<file path="src/rtl/mbi_pkg.sv">
package mbi_pkg;

    localparam int unsigned NUM_CH = 16;
    localparam int unsigned EVT_W  = 2 * NUM_CH;
    localparam int unsigned ADDR_W = 3;

    typedef logic [EVT_W-1:0]  evt_t;
    typedef logic [NUM_CH-1:0] chan_t;

    typedef enum logic [ADDR_W-1:0] {
        SEL_CTRL = 3'd0,
        SEL_MASK = 3'd1,
        SEL_EN   = 3'd2,
        SEL_FLAG = 3'd3,
        SEL_STAT = 3'd4
    } reg_sel_e;

    // Bit order of the packed struct sets the control word layout:
    // bit 2 flag lock, bit 1 enable lock, bit 0 mask lock.
    typedef struct packed {
        logic flag_lk;
        logic en_lk;
        logic mask_lk;
    } lock_t;

    localparam int unsigned LOCK_W = $bits(lock_t);

    // Done events occupy the upper half, requests the lower half.
    function automatic evt_t join_events(chan_t req, chan_t done);
        return {done, req};
    endfunction

endpackage

</file>
<file path="src/rtl/mbi_cfg_regs.sv">
module mbi_cfg_regs
    import mbi_pkg::*;
(
    input  logic     clk,
    input  logic     rst,
    input  logic     wr_i,
    input  reg_sel_e sel_i,
    input  evt_t     wdata_i,
    output lock_t    lock_o,
    output evt_t     mask_o,
    output evt_t     en_o
);

    lock_t lock_q;
    evt_t  mask_q;
    evt_t  en_q;

    always_ff @(posedge clk) begin
        if (rst) begin
            lock_q <= '0;
            mask_q <= '0;
            en_q   <= '0;
        end else if (wr_i) begin
            if (sel_i == SEL_CTRL) begin
                lock_q <= lock_t'(wdata_i[LOCK_W-1:0]);
            end
            if (sel_i == SEL_MASK && !lock_q.mask_lk) begin
                mask_q <= wdata_i;
            end
            if (sel_i == SEL_EN && !lock_q.en_lk) begin
                en_q <= wdata_i;
            end
        end
    end

    assign lock_o = lock_q;
    assign mask_o = mask_q;
    assign en_o   = en_q;

    p_mask_locked_r4: assert property (@(posedge clk) disable iff (rst)
        (wr_i && sel_i == SEL_MASK && lock_q.mask_lk) |=> $stable(mask_q));

    p_en_locked_r4: assert property (@(posedge clk) disable iff (rst)
        (wr_i && sel_i == SEL_EN && lock_q.en_lk) |=> $stable(en_q));

    p_other_sel_keeps_cfg_r3: assert property (@(posedge clk) disable iff (rst)
        (!wr_i || sel_i == SEL_FLAG || sel_i == SEL_STAT) |=> ($stable(mask_q) && $stable(en_q) && $stable(lock_q)));

endmodule

</file>
<file path="src/rtl/mbi_flag_bank.sv">
module mbi_flag_bank
    import mbi_pkg::*;
(
    input  logic clk,
    input  logic rst,
    input  evt_t evt_i,
    input  evt_t mask_i,
    input  logic clr_wr_i,
    input  logic clr_lock_i,
    input  evt_t clr_bits_i,
    output evt_t flag_o
);

    evt_t flag_q;
    logic clr_ok;

    assign clr_ok = clr_wr_i && !clr_lock_i;

    for (genvar b = 0; b < EVT_W; b++) begin : g_bit
        always_ff @(posedge clk) begin
            if (rst) begin
                flag_q[b] <= 1'b0;
            end else if (evt_i[b] && mask_i[b]) begin
                flag_q[b] <= 1'b1;          // capture wins over a same-cycle clear
            end else if (clr_ok && clr_bits_i[b]) begin
                flag_q[b] <= 1'b0;
            end
        end
    end

    assign flag_o = flag_q;

    p_no_capture_unmasked_r2: assert property (@(posedge clk) disable iff (rst)
        1'b1 |=> ((flag_q & ~$past(flag_q) & ~$past(mask_i & evt_i)) == '0));

    p_locked_no_clear_r5: assert property (@(posedge clk) disable iff (rst)
        (clr_wr_i && clr_lock_i) |=> ((~flag_q & $past(flag_q)) == '0));

    p_event_wins_r9: assert property (@(posedge clk) disable iff (rst)
        ((evt_i & mask_i) != '0) |=> ((flag_q & $past(evt_i & mask_i)) == $past(evt_i & mask_i)));

endmodule

</file>
<file path="src/rtl/mbi_rd_mux.sv">
module mbi_rd_mux
    import mbi_pkg::*;
(
    input  reg_sel_e sel_i,
    input  lock_t    lock_i,
    input  evt_t     mask_i,
    input  evt_t     en_i,
    input  evt_t     flag_i,
    output evt_t     rdata_o
);

    always_comb begin
        unique case (sel_i)
            SEL_CTRL: rdata_o = evt_t'(lock_i);
            SEL_MASK: rdata_o = mask_i;
            SEL_EN:   rdata_o = en_i;
            SEL_FLAG: rdata_o = flag_i;
            SEL_STAT: rdata_o = flag_i & en_i;
            default:  rdata_o = '0;
        endcase
    end

endmodule

</file>
<file path="src/rtl/mbi_channel.sv">
module mbi_channel
    import mbi_pkg::*;
(
    input  logic              clk,
    input  logic              rst,
    input  logic              bus_wr,
    input  logic [ADDR_W-1:0] bus_addr,
    input  logic [EVT_W-1:0]  bus_wdata,
    output logic [EVT_W-1:0]  bus_rdata,
    input  logic [NUM_CH-1:0] req_evt,
    input  logic [NUM_CH-1:0] done_evt,
    output logic              irq
);

    reg_sel_e sel;
    lock_t    lock;
    evt_t     mask;
    evt_t     en;
    evt_t     flag;
    evt_t     events;

    assign sel    = reg_sel_e'(bus_addr);
    assign events = join_events(req_evt, done_evt);

    mbi_cfg_regs u_cfg (
        .clk     (clk),
        .rst     (rst),
        .wr_i    (bus_wr),
        .sel_i   (sel),
        .wdata_i (bus_wdata),
        .lock_o  (lock),
        .mask_o  (mask),
        .en_o    (en)
    );

    mbi_flag_bank u_flags (
        .clk        (clk),
        .rst        (rst),
        .evt_i      (events),
        .mask_i     (mask),
        .clr_wr_i   (bus_wr && sel == SEL_FLAG),
        .clr_lock_i (lock.flag_lk),
        .clr_bits_i (bus_wdata),
        .flag_o     (flag)
    );

    mbi_rd_mux u_rd (
        .sel_i   (sel),
        .lock_i  (lock),
        .mask_i  (mask),
        .en_i    (en),
        .flag_i  (flag),
        .rdata_o (bus_rdata)
    );

    assign irq = |(flag & en);

    p_irq_needs_flag_r8: assert property (@(posedge clk) disable iff (rst)
        irq |-> (flag != '0 && en != '0));

    always_comb begin
        if (!rst && sel == SEL_STAT) begin
            p_irq_matches_status_r8: assert (irq == (bus_rdata != '0));
        end
    end

endmodule

</file>
<file path="config.mk">
export PLATFORM = sky130hd
export DESIGN_NAME = mbi_channel
export DESIGN_NICKNAME = d
export VERILOG_FILES = /design/src/rtl/mbi_pkg.sv /design/src/rtl/mbi_cfg_regs.sv /design/src/rtl/mbi_flag_bank.sv /design/src/rtl/mbi_rd_mux.sv /design/src/rtl/mbi_channel.sv
export SDC_FILE = /design/constraint.sdc
export NUM_CORES = 1
export LEC_CHECK = 0
export BUFFER_PORTS_ARGS = -buffer_cell sky130_fd_sc_hd__buf_2
export CORE_ASPECT_RATIO = 1.1
export CORE_UTILIZATION = 45
export DETAILED_ROUTE_END_ITERATION = 7
export GPL_ROUTABILITY_DRIVEN = 0
export PLACE_DENSITY_LB_ADDON = 0.2
export SLEW_MARGIN = 30
export SYNTH_ARGS = -nofsm -noshare
export SYNTH_HDL_FRONTEND = slang
export SYNTH_HIERARCHICAL = 1
export SYNTH_SLANG_ARGS = --single-unit
</file>
<file path="constraint.sdc">
create_clock -name clk -period 1.8 [get_ports clk]
set_input_delay 0.36 -clock clk [delete_from_list [all_inputs] [get_ports clk]]
set_output_delay 0.36 -clock clk [all_outputs]
set_load 0.05 [all_outputs]
</file>
==> results_dict.tcl, run 1 <==
set metrics [dict create \
    ys_ff_latch 99 \
    via_count 4913 \
    crit_chain "a22oi_2, nand4_1, or4_4, buf_8" \
    slew_viol_final 0 \
    first_global_vias 5090 \
    grt_max_degree 61 \
    row_count 43 \
    syn_to_final_growth_pct 37.54 \
    synth_fp_nets 666 \
    grt_overflow 0 \
    most-common-layout-cells "96 x nand2b_1, 95 x mux2i_1, 91 x dfxtp_1" \
    final_common_cell "nand2b_1" \
    timing.final.crit_share_pct 117.5 \
    root_buffer "clkbuf_16" \
    first_pass_iters 4 \
    clk_pin_slew_ns 0.06 \
    max_cap_violations 0 \
    syn_avg_cell_area_um2 9.709 \
    synth_top_area_share_pct 34.25 \
    arrival_ns 1.76 \
    pin_count 103 \
    synth_area_leaders "dfxtp_1 34%, mux2i_1 16%, nand2b_1 10%" \
    hold_class "primary input to register" \
    holdPathEnd "u_flags/flag_o[5]$_SDFFE_PP0P_" \
    syn_area_um2 5787 \
    io_buffers 102 \
    die_w_um 110.1 \
    netlist_instances 596 \
    grt.total_usage_pct 26.27 \
    wl_um 16940 \
    viasPerCell 5.294 \
    finClkSkew_ns 0.005911 \
    clk_latency_ns 0.35 \
    layout-drive-gt1-share_pct 46.69 \
    r2r-end "u_cfg/mask_o[29]$_SDFFE_PP0P_" \
    cts_sinks 99 \
    r2r_start "u_cfg/lock_o[0]$_SDFFE_PP0P_" \
    register_area_um2 1992 \
    post-place-cells 906 \
    drc 0 \
    hold_viol 0 \
    antenna_found_initial 0 \
    antenna_cells 0 \
    hold_path_startpoint "req_evt[5]" \
    crit_family "simple AND/OR/NAND/NOR gates" \
    min_delay_path_depth 3 \
    finalPower_mw 4.779 \
    rsz0062_at_grt "true" \
    clock_path_buffers 2 \
    synth_top_cell_by_area "dfxtp_1" \
    endpoint_kind "output port" \
    start_util_pct 45.97 \
    cpPeakStageDelay_ns 0.58 \
    core_um2 12590 \
    r2r_slack_ns 0.32 \
    drt_iter0_drc 200 \
    critPathLaunchType "register" \
    wire_per_inst_um 18.26 \
    tightest_slew_ns 0.4091 \
    worstPathRequired_ns 1.44 \
    multiInputGateArea_um2 3581 \
    p_leak_nw 3.378 \
    cts_tree "built" \
    path_buf_inv 1 \
    h-tree-depth 3 \
    peakVddDrop_uv 451.5 \
    rr_worst_depth 3 \
    fin_nets 840 \
    crit_path_top_delay_cell "or4_4" \
    pre_cts_slack_ns -0.1178 \
    ys_seq_area_share_pct 34.25 \
    crit_type "register to output port" \
    fill_cells 1062 \
    period_needed_ns 2.115 \
    setup_viol 5 \
    crit_fanout 2 \
    fp.dieH_um 120.9 \
    cts_hold_buffers 0 \
    hpwl_um 11900 \
    yosysWarningCount 6 \
    violations "setup timing" \
    cts_inserted_buffers 9 \
    setup_slack_ns -0.3151 \
    ys_types 36 \
    max_slew_margin_pct 72.34 \
    p_per_area_nw_per_um2 600.5 \
    finalNonFillerCells 928 \
    clock.fmax_mhz 472.8 \
    outcome "finished, violations left" \
    die-area_um2 13320 \
    postRouteAntennaNets 0 \
    grt_pass1_wl_um 26050 \
]
-- per-layer routing --
layer | GRT usage [%] | vias to the layer above | share of wire (%)
li1 | - | 2432 | -
met3 | 5.263 | 17 | 4.3
met1 | 31.65 | 2346 | 43
met2 | 45.78 | 118 | 51
met4 | 9.293 | 0 | 1.7
met5 | 0 | - | 0
-- timing repair --
item                       4_1_cts  5_1_grt
setup buffers                   11        3
setup endpoints to repair       33       32
pin swaps                       31       17
gates resized for setup        125       29
gates cloned                     3        0
-- worst min-delay path: cells and delay by family --
kind	cells	cell delay, ns
AO/OA/AOI/OAI	1	0.05
buffers and inverters	1	0.09
AND/OR/NAND/NOR	1	0.07
-- area by class of cell --
class                   instances  share of cell area [%]
flip-flops and latches         99                   25.03
inverters                      35                   1.698
multi-input cells             421                   44.99
repair buffers                204                   22.59
well taps                     157                   2.468
clock buffers                  12                   3.223
-- flip-flops by register name (all words and copies together) (netlist names) --
register and cells:
u_cfg/en_o 32, u_cfg/mask_o 32, u_flags/flag_o 32, u_cfg/lock_o 3
-- per-stage QoR --
step / TNS, ns / utilization (%) / area, um^2 / hold slack [ns]
6_report: -0.6479 / 63.22 / 7959 / 0.2569
5_1_grt: -0.9640 / 63.22 / 7959 / 0.2558
4_1_cts: -0.8285 / 62.98 / 7929 / 0.2430
3_5_place_dp: -2.825 / 55.86 / 7033 / 0.4685
3_3_place_gp: -2.387 / 55.86 / 7033 / 0.4569
2_1_floorplan: -0.09246 / - / 5818 / 0.4291
-- kinds of logic after synthesis --
logic type	count (synthesis)	share of synthesized area [%]
AO/OA/AOI/OAI	114	18.08
buffers and inverters	76	7.870
flip-flops	99	34.25
multiplexers	98	17.60
AND/OR/NAND/NOR	209	22.21
-- report_power, final --
part           internal [mW]  switching, mW  leakage (nW)  total, mW
registers               2.23         0.0382         0.804       2.27
clock network          0.984          0.811         0.126       1.80
logic                  0.345          0.367          2.45      0.712
total                   3.56           1.22          3.38       4.78
-- worst max-delay path by stage --
| stage | endpoint | slack [ns] | from | cells after the start |
|---|---|---|---|---|
| floorplan | bus_rdata[25] | -0.09 | bus_addr[0] | 4 |
| global placement | bus_rdata[31] | -0.11 | bus_addr[0] | 6 |
| detailed placement | bus_rdata[13] | -0.12 | bus_addr[2] | 6 |
| CTS | irq | -0.32 | u_cfg/en_o[1]$_SDFFE_PP0P_ | 4 |
| global route | irq | -0.35 | u_flags/flag_o[2]$_SDFFE_PP0P_ | 4 |
| finish | irq | -0.32 | u_cfg/en_o[1]$_SDFFE_PP0P_ | 4 |
-- synthesized netlist by cell type --
| master | instances |
|---|---|
| a21oi_1 | 3 |
| a21oi_2 | 30 |
| a22oi_1 | 15 |
| a22oi_2 | 1 |
| and3b_1 | 2 |
| and4b_1 | 1 |
| buf_12 | 5 |
| buf_2 | 8 |
| buf_4 | 7 |
| buf_6 | 7 |
| clkbuf_1 | 14 |
| clkinv_1 | 3 |
| dfxtp_1 | 99 |
| inv_1 | 32 |
| mux2i_1 | 95 |
| mux4_2 | 3 |
| nand2_1 | 32 |
| nand2b_1 | 97 |
| nand2b_4 | 2 |
| nand3_1 | 31 |
| nand3b_1 | 28 |
| nand4_1 | 4 |
| nor2_1 | 3 |
| nor2b_2 | 1 |
| nor3b_4 | 1 |
| nor4b_1 | 2 |
| nor4b_2 | 1 |
| nor4bb_1 | 1 |
| o211ai_1 | 1 |
| o211ai_2 | 27 |
| o21ai_0 | 2 |
| o21ai_1 | 5 |
| o21ai_2 | 30 |
| or4_1 | 1 |
| or4b_1 | 1 |
| or4b_4 | 1 |
(Power assumes the default switching activity.)
==> run 2: changes to the inputs <==
--- a/config.mk
+++ b/config.mk
@@ -6,7 +6,7 @@
 export NUM_CORES = 1
 export LEC_CHECK = 0
 export BUFFER_PORTS_ARGS = -buffer_cell sky130_fd_sc_hd__buf_2
-export CORE_ASPECT_RATIO = 1.1
+export CORE_ASPECT_RATIO = 1.25
 export CORE_UTILIZATION = 45
 export DETAILED_ROUTE_END_ITERATION = 7
 export GPL_ROUTABILITY_DRIVEN = 0
==> run 2 against run 1 <==
Against the previous run: the flow still finishes with violations (setup timing); design area decreased by 4.5%; critical path depth is the same; worst hold slack lost 0.0073 ns; power increased by 3.1%; combinational power decreased by 8.1%; via count fell by 0.16%; count of clock-buffer cells in the layout shrank 1; first-iteration DRC count rose by 4.5%; worst setup slack gained 0.025 ns; critical endpoint unchanged; largest cell class unchanged; highest routed layer is now met5.
==> results_dict.tcl, run 2 (synthesis results as in run 1) <==
set metrics [dict create \
    drc 0 \
    cts_hold_buffers 0 \
    worstPathRequired_ns 1.44 \
    grt.total_usage_pct 25.31 \
    slew_viol_final 0 \
    grt_max_degree 77 \
    most-common-layout-cells "96 x nand2b_1, 95 x mux2i_1, 90 x dfxtp_1" \
    register_area_um2 1993 \
    peakVddDrop_uv 437.9 \
    outcome "finished, violations left" \
    first_global_vias 4934 \
    setup_slack_ns -0.2898 \
    arrival_ns 1.73 \
    final_cell_area_um2 7597 \
    period_needed_ns 2.090 \
    postRouteAntennaNets 0 \
    core_um2 12330 \
    hpwl_um 11790 \
    setup_viol 5 \
    multiInputGateArea_um2 3462 \
    clk_pin_slew_ns 0.07 \
    die_w_um 103.4 \
    syn_to_final_growth_pct 31.29 \
    endpoint_kind "output port" \
    pin_count 103 \
    drt_iter0_drc 209 \
    hold_viol 0 \
    max_slew_margin_pct 69.05 \
    violations "setup timing" \
    rsz0062_at_grt "true" \
    finClkSkew_ns 0.005956 \
    crit_fanout 2 \
    root_buffer "clkbuf_16" \
    fp.dieH_um 128.8 \
    wire_per_inst_um 18.41 \
    critPathLaunchType "register" \
    clk_latency_ns 0.35 \
    cts_tree "built" \
    die-area_um2 13320 \
    cts_inserted_buffers 9 \
    fin_nets 815 \
    max_cap_violations 0 \
    p_per_area_nw_per_um2 648.8 \
    timing.final.crit_share_pct 116.1 \
    layout-drive-gt1-share_pct 43.26 \
    row_count 45 \
    final_common_cell "nand2b_1" \
    pre_cts_slack_ns -0.06947 \
    post-place-cells 892 \
    via_count 4905 \
    grt_pass1_wl_um 25190 \
    wl_um 16830 \
    hold_class "primary input to register" \
    grt_overflow 0 \
    start_util_pct 46.93 \
    finalPower_mw 4.929 \
    clock_path_buffers 2 \
    antenna_found_initial 2 \
    setup_tns_ns -0.6172 \
    first_pass_iters 4 \
    fill_cells 1030 \
    finalNonFillerCells 914 \
    h-tree-depth 3 \
    placed_cell_area_um2 6884 \
    viasPerCell 5.367 \
    clock.fmax_mhz 478.5 \
    crit_type "register to output port" \
    cts_sinks 99 \
    io_buffers 102 \
    tightest_slew_ns 0.4578 \
    p_leak_nw 3.224 \
]
[run 2: cell count changes in the layout (fill, tap and decap cells not counted), moves of 4 or more]
cell     change
nand3_4      -4
buf_8        -4
nand3_2     -12
nand3_1     +16
buf_4        -6
buf_6       -11
buf_12       -6
[run 2: report_power, final]
part	internal (mW)	switching (mW)	total [mW]
Clock	1.14	0.856	2.00
Combinational	0.306	0.348	0.654
Sequential	2.23	0.0414	2.28
[run 2: stage by stage]
stage | util, % | hold slack (ns)
6_report | 61.61 | 0.2496
2_1_floorplan | - | 0.4291
4_1_cts | 59.84 | 0.2400
3_5_place_dp | 55.83 | 0.4702
3_3_place_gp | 55.83 | 0.4613
5_1_grt | 61.59 | 0.2542
[run 2: repair_timing]
| item | 4_1_cts | 5_1_grt |
|---|---|---|
| endpoints found under the hold margin | 0 | 0 |
| pin swaps | 4 | 7 |
| buffers inserted | 1 | 2 |
| gates resized for setup | 64 | 36 |
| endpoints found under the setup margin | 33 | 33 |
| cloned | 0 | 3 |
[run 2: path summary, 6_finish.rpt]
check        cells after the start  slack (ns)                         endpoint                    startpoint
max                              4       -0.29                              irq    u_cfg/en_o[1]$_SDFFE_PP0P_
min                              3        0.25  u_flags/flag_o[31]$_SDFFE_PP0P_                  done_evt[15]
max reg2reg                      3        0.34    u_cfg/mask_o[25]$_SDFFE_PP0P_  u_cfg/lock_o[0]$_SDFFE_PP0P_
min reg2reg                      2        0.48   u_flags/flag_o[9]$_SDFFE_PP0P_  u_cfg/mask_o[9]$_SDFFE_PP0P_
[run 2: area by class of cell]
type                            instances  area share, %
Timing Repair Buffer                  179          19.70
Tap cell                              164          2.701
Multi-Input combinational cell        421          45.57
Clock buffer                           11          3.327
Inverter                               35          1.779
Sequential cell                        99          26.24
Antenna cell                            1        0.03294
Clock inverter                          4         0.6588
[run 2: metal layers]
metal	track usage [%]	wire length [um]	share of wire [%]	vias up
li1	-	-	-	2387
met1	30.34	7072	42	2353
met2	45.11	8540	51	139
met3	4.020	897	5.3	24
met4	8.782	308	1.8	2
met5	0	8	0.048	-
[run 2: worst max-delay path: stages (launching register included)]
cell	delay (ns)
dfxtp_2	0.34
a22oi_2	0.23
nand4_1	0.11
or4_4	0.52
buf_6	0.17
